`src/rtl/mmu_regfile.sv`:
```
module mmu_regfile #(
  parameter int          CTX_W     = 8,
  parameter logic [7:0]  CTRL_ID   = 8'h41,
  parameter logic [23:0] MODE_MASK = 24'h00_4003,
  parameter int          MAX_LVL   = 4
) (
  input  logic        clk,
  input  logic        rst_n,
  input  logic        reg_rd,
  input  logic        reg_wr,
  input  logic [31:0] reg_addr,
  input  logic [31:0] reg_wdata,
  output logic [31:0] reg_rdata,
  input  logic        flush_wr,
  input  logic [31:0] flush_addr,
  input  logic        cap_valid,
  input  logic [31:0] cap_status,
  input  logic [31:0] cap_addr,
  output logic        flush_all,
  output logic        flush_page,
  output logic [19:0] flush_page_addr
);

  localparam logic [4:0] IX_CTRL = 5'h00, IX_CTP = 5'h01, IX_CTX = 5'h02,
                         IX_FST  = 5'h03, IX_FAD = 5'h04,
                         IX_FST_ALIAS = 5'h13, IX_FAD_ALIAS = 5'h14;

  logic [23:0]      ctrl_q;
  logic [31:0]      ctp_q, fst_q, fad_q, rd_mux;
  logic [CTX_W-1:0] ctx_q;

  wire [4:0] idx     = reg_addr[12:8];
  wire [3:0] lvl     = flush_addr[11:8];
  wire       ctrl_we = reg_wr && idx == IX_CTRL;
  wire       mode_ch = ctrl_we && (((ctrl_q ^ reg_wdata[23:0]) & MODE_MASK) != 24'h0);
  wire       cmd_pg  = flush_wr && lvl == 4'd0;
  wire       cmd_all = flush_wr && lvl != 4'd0 && 32'(lvl) <= MAX_LVL;

  logic unused_ok;
  assign unused_ok = ^{reg_addr[31:13], reg_addr[7:0], flush_addr[7:0]};

  always_comb begin
    case (idx)
      IX_CTRL:                rd_mux = {CTRL_ID, ctrl_q};
      IX_CTP:                 rd_mux = ctp_q;
      IX_CTX:                 rd_mux = 32'(ctx_q);
      IX_FST, IX_FST_ALIAS:   rd_mux = fst_q;
      IX_FAD, IX_FAD_ALIAS:   rd_mux = fad_q;
      default:                rd_mux = 32'h0;
    endcase
  end

  always_ff @(posedge clk or negedge rst_n) begin
    if (!rst_n) begin
      ctrl_q <= '0; ctp_q <= '0; ctx_q <= '0; fst_q <= '0; fad_q <= '0;
      reg_rdata <= '0; flush_all <= 1'b0; flush_page <= 1'b0; flush_page_addr <= '0;
    end else begin
      flush_all  <= mode_ch || cmd_all;
      flush_page <= cmd_pg;
      if (cmd_pg) flush_page_addr <= flush_addr[31:12];
      if (reg_rd) begin
        reg_rdata <= rd_mux;
        if (idx == IX_FST) fst_q <= '0;
      end
      if (reg_wr) begin
        case (idx)
          IX_CTRL:      ctrl_q <= reg_wdata[23:0];
          IX_CTP:       ctp_q  <= reg_wdata;
          IX_CTX:       ctx_q  <= reg_wdata[CTX_W-1:0];
          IX_FST_ALIAS: fst_q  <= reg_wdata;
          IX_FAD_ALIAS: fad_q  <= reg_wdata;
          default: ;
        endcase
      end
      if (cap_valid) begin
        fst_q <= cap_status;
        fad_q <= cap_addr;
      end
    end
  end

  assert_no_rdwr_R2: assert property (@(posedge clk) disable iff (!rst_n)
    !(reg_rd && reg_wr));

  assert_fst_clear_R3: assert property (@(posedge clk) disable iff (!rst_n)
    (reg_rd && idx == IX_FST && !cap_valid) |=> fst_q == 32'h0);

  assert_alias_keep_R4: assert property (@(posedge clk) disable iff (!rst_n)
    (reg_rd && idx == IX_FST_ALIAS && !cap_valid) |=> $stable(fst_q));

  assert_direct_wr_ign_R5: assert property (@(posedge clk) disable iff (!rst_n)
    (reg_wr && (idx == IX_FST || idx == IX_FAD) && !cap_valid) |=> ($stable(fst_q) && $stable(fad_q)));

  assert_all_cause_R7: assert property (@(posedge clk) disable iff (!rst_n)
    flush_all |-> ($past(reg_wr && idx == IX_CTRL) || $past(flush_wr)));

  assert_page_cause_R8: assert property (@(posedge clk) disable iff (!rst_n)
    flush_page |-> $past(flush_wr && flush_addr[11:8] == 4'd0));

  assert_page_excl_R9: assert property (@(posedge clk) disable iff (!rst_n)
    !(flush_page && flush_all && !$past(reg_wr)));

  assert_capture_R10: assert property (@(posedge clk) disable iff (!rst_n)
    cap_valid |=> (fst_q == $past(cap_status) && fad_q == $past(cap_addr)));

endmodule

```
`config.mk`:
```
export PLATFORM = sky130hd
export DESIGN_NAME = mmu_regfile
export DESIGN_NICKNAME = d
export VERILOG_FILES = /design/src/rtl/mmu_regfile.sv
export SDC_FILE = /design/constraint.sdc
export NUM_CORES = 1
export LEC_CHECK = 0
export ABC_AREA = 1
export BUFFER_PORTS_ARGS = -buffer_cell sky130_fd_sc_hd__clkbuf_2
export CORE_MARGIN = 2
export CORE_UTILIZATION = 53
export CTS_BUF_LIST = sky130_fd_sc_hd__clkbuf_2
export DETAILED_ROUTE_END_ITERATION = 12
export PLACE_DENSITY = 0.8
export SLEW_MARGIN = 20
export SYNTH_ARGS = -nofsm -noshare
export SYNTH_HDL_FRONTEND = slang
export SYNTH_SLANG_ARGS = --single-unit
```
`constraint.sdc`:
```
create_clock -name clk -period 2.4 [get_ports clk]
set_input_delay 0.48 -clock clk [delete_from_list [all_inputs] [get_ports clk]]
set_output_delay 0.48 -clock clk [all_outputs]
set_load 0.1 [all_outputs]
```
### After elaboration in Yosys (flattened, before gate mapping)

Index checks and enable logic that the tools add are counted.

| storage, ports and cells | value |
|---|---|
| word-level logic and storage cells | 44 |
| output and inout port bits | 54 |
| input port bits | 166 |
| flip-flop bits (word level) | 182 |

| operators by class | value |
|---|---|
| bitwise gates (word level) | 1 |
| eq/ne operators | 6 |
| order comparisons | 1 |
| mux-type cells | 9 |
| reduce and logical (&&, ||, !) cells | 18 |

Operators by type and width:

| cell | number |
|---|---|
| 32-bit 2-to-1 mux | 8 |
| 32-bit case mux with 5 select lines | 1 |
| 24-bit nonzero test | 1 |
| 15-bit bitwise XOR | 1 |
| 5-bit by 2-bit == test with 1-bit output, second input constant | 2 |
| 5-bit == test, second input constant | 2 |
| 2-bit AND reduction | 4 |
| 5-bit by 1-bit == test with 1-bit output, second input constant | 1 |
| 5-bit by 3-bit == test with 1-bit output, second input constant | 1 |
| 1-bit logical AND | 5 |
| 5-bit logical NOT | 1 |
| 4-bit by 3-bit less-or-equal comparator with 1-bit output, second input constant | 1 |
| 4-bit logical NOT | 1 |
| 2-bit nonzero test | 2 |
| 4-bit nonzero test | 1 |
| 2-bit OR reduction | 2 |
| 1-bit logical OR | 1 |

### Depth between registers and ports, before layout

| logic depth | value |
|---|---|
| depth after elaboration | 6 |
| gate-level depth with buffers | 9 |
| mapped depth without buffers | 8 |

### Worst setup path before layout

No wires, ideal clock.

| path | value |
|---|---|
| kind | input to register |
| start | input reg_addr[10] |
| end | register ctrl_q[17] |
| cell stages on the path | 8 |
| setup time | 130 ps |
| path slack | 912 ps |
| data arrival time | 1358 ps |
| path buffers | 2 |
| data required time | 2270 ps |
| path through | inv_1 > nand2_2 > nor2_4 > nand3_1 > buf_2 > buf_2 > nand2_1 > o21ai_0 |

| between the ends | value |
|---|---|
| cells in the longest elaborated chain, start to end | 2 |

Ends and longest elaborated chain:

| item | RTL line | source |
|---|---|---|
| from (decl) | 11 | `input logic [31:0] reg_addr,` |
| 5-bit logical NOT | 66 | `case (idx)` |
| 2-bit AND reduction (no line) | - |  |
| to (signal assigned) | 67 | `IX_CTRL: ctrl_q <= reg_wdata[23:0];` |
| to (decl) | 28 | `logic [23:0] ctrl_q;` |

No other way between the ends.
A chain may end at the register's enable or synchronous reset.

### Worst setup path after layout

| path | value |
|---|---|
| start | register flush_page_addr[5] |
| end | output flush_page_addr[5] |

RTL lines:

| item | RTL line | source |
|---|---|---|
| from (decl) | 21 | `output logic [19:0] flush_page_addr` |
| from (signal assigned) | 60 | `if (cmd_pg) flush_page_addr <= flush_addr[31:12];` |

No word-level cell between the ends.

==> impl_metrics.yaml <==
power_and_ir_drop:
  p_leak_nw: 5.715
  ir_drop_mv: 0.6733
  p_per_area_mw_per_mm2: 663.9
  finalPower_w: 0.007345
detailed_routing:
  routed_wl_um: 27990
  dr.pass1.iters: 6
  vias: 8956
  antenna_left: 0
  wl_per_cell_um: 17.86
  drt_iter0_drc: 1280
  viasPerCell: 5.715
  drc: 0
setup_path:
  critPathKind: "flop to output port"
  required_ns: 1.92
  crit_family: "buffers and inverters"
  arrival_ns: 1.68
  cp_slowest_cell: "clkbuf_2"
  crit_path_max_incr_delay_ns: 0.47
  worstSetupEndpointType: "output port"
  crit_path_start_kind: "flop"
  path_buf_inv: 1
  crit_chain: "clkbuf_2"
  crit_fanout: 2
layout:
  utilization_pct: 69.90
  layout.nets: 1502
  drive_above_1_share_pct: 18.78
  final_common_cell: "nand2_1"
  layout_common_cells: "nand2_1, clkbuf_2, dfrtp_1"
  nFillCells: 1186
  area_delta_synth_final_pct: 29.63
die:
  start_util_pct: 53.92
  ios: 220
  die_x_um: 130.9
  die_y_um: 130.9
  die_area_mm2: 0.01713
  core-area_mm2: 0.01583
  placementRows: 46
logic_synthesis:
  synth_nets: 1236
  ys_types: 24
  ys_seq_elements: 182
  ys_dominant_reg_cell: "dfrtp_1"
  synth.avg_cell_area_um2: 7.976
  synthArstFlopShare_pct: 100.0
  ys_seq_area_share_pct: 53.36
  syn_inst: 1070
  synth_edf_count: 0
  syn-cell-area_mm2: 0.008534
  ys.warnings.count: 0
global_route:
  grt.total_usage_pct: 33.92
  grt_pass1_vias: 8426
  antenna_found_initial: 2
  grt_max_degree: 65
  grt_overflow: 0
  grt_pass1_wl_um: 44100
timing:
  period_share_pct: 89.85
  finalSetupViolCount: 0
  report.final.slew_viol_count: 0
  tightest_slew_ns: 0.8826
  rsz0062_at_grt: "false"
  slew_headroom_pct: 41.09
  whs_ns: 0.04293
  hold_viol: 0
  clock_skew_ns: 0.01445
  fmax_ghz: 0.4637
  tns_ns: 0
  min_period_ns: 2.156
status:
  status: "finished, final reports clean"
clock_tree:
  cts_resized: 0
  ctsLongestPathBuffers: 2
  cts.sinks: 182
  insertion_delay_ns: 0.77
  cts_tree: "done"
  htreeDepth: 4
  clk_pin_slew_ns: 0.24
  root_buffer: "clkbuf_2"
  postCtsSetupBuffers: 0
  numCtsBuffers: 17
place:
  io_buffers: 184
  hpwlAfterDp_um: 16870
  gp_congestion: 0.8452
hold_path:
  hold_class: "input port to flop"
run:
  drv_cap: 0
-- cells in the mapped netlist, types with 4 or more instances --
master / number / share of area (%)
nand2_1: 280 / 12
dfrtp_1: 182 / 53
nand3_1: 125 / 7.3
o21ai_0: 104 / 6.1
nor2_1: 89 / 3.9
inv_1: 72 / 3.2
a21oi_1: 64 / 3.8
clkbuf_1: 37 / 1.6
buf_2: 33 / 1.9
a22oi_1: 32 / 2.8
nand4_1: 16 / 1.2
o21ai_1: 16 / 0.94
buf_1: 4 / 0.18
-- worst paths after layout --
| kind | start | to | slack (ns) | depth (start not counted) |
|---|---|---|---|---|
| max reg2reg | fst_q[7] | reg_rdata[7] | 1.34 | 6 |
| min reg2reg | reg_rdata[8] | reg_rdata[8] | 0.51 | 2 |
| min | cap_addr[30] | fad_q[30] | 0.04 | 3 |
| min in group asynchronous | rst_n | fad_q[2] | 0.23 | 2 |
| max in group asynchronous | rst_n | ctp_q[18] | 1.46 | 3 |
| max | flush_page_addr[5] | flush_page_addr[5] | 0.24 | 1 |
-- cell type report --
class | instances | area [um^2] | share of cell area (%)
Clock buffer | 18 | 90.09 | 0.8143
Tap cell | 216 | 270.3 | 2.443
Multi-Input combinational cell | 740 | 3411 | 30.83
Clock inverter | 12 | 161.4 | 1.459
Timing Repair Buffer | 321 | 2288 | 20.69
Inverter | 74 | 277.8 | 2.511
Antenna cell | 4 | 10.01 | 0.09048
Sequential cell | 182 | 4554 | 41.17
-- repair_timing --
action,in CTS,in global routing
endpoints found under the hold margin,178,0
hold buffers,108,0
endpoints found under the setup margin,0,0
-- metrics by stage --
stage / worst slack, ns / area [um^2] / instances
3_5_place_dp: 0.3565 / 9721 / 1425
4_1_cts: 0.2046 / 11050 / 1563
3_3_place_gp: 0.4258 / 9721 / 1425
5_1_grt: 0.1716 / 11060 / 1565
6_report: 0.2435 / 11060 / 1567
2_1_floorplan: 0.9120 / 8534 / 1070
-- layer usage --
layer  share of wire, %  GRT usage, %  vias up
li1                   -             -     4051
met1                 39         44.91     4137
met2                 46         51.38      631
met3                 11         10.18      137
met4                4.8         16.58        0
met5                  0             0        -
-- flip-flops by register name (all words and copies together), names as in the netlist --
register and flops:
ctp_q 32, ctrl_q 24, ctx_q 8, fad_q 32, flush_all 1, flush_page 1, flush_page_addr 20, fst_q 32
reg_rdata 32
-- where the power goes --
group / internal, W / leakage, nW / switching [W] / total, W
clock network: 0.000661 / 0.148 / 0.00102 / 0.00168
logic: 0.000533 / 3.26 / 0.00142 / 0.00195
registers: 0.00347 / 2.30 / 0.000240 / 0.00371
total: 0.00466 / 5.72 / 0.00268 / 0.00734
-- cell families (layout without fill, tap and decap cells) --
family | count (synthesis) | in the layout | share of synthesized area [%]
buf+inv | 148 | 425 | 6.993
flops | 182 | 182 | 53.36
simple gates | 520 | 520 | 25.64
other cells | 0 | 4 | 0
xor+xnor | 3 | 3 | 0.3079
compound gates | 217 | 217 | 13.69
(Power assumes the default switching activity.)
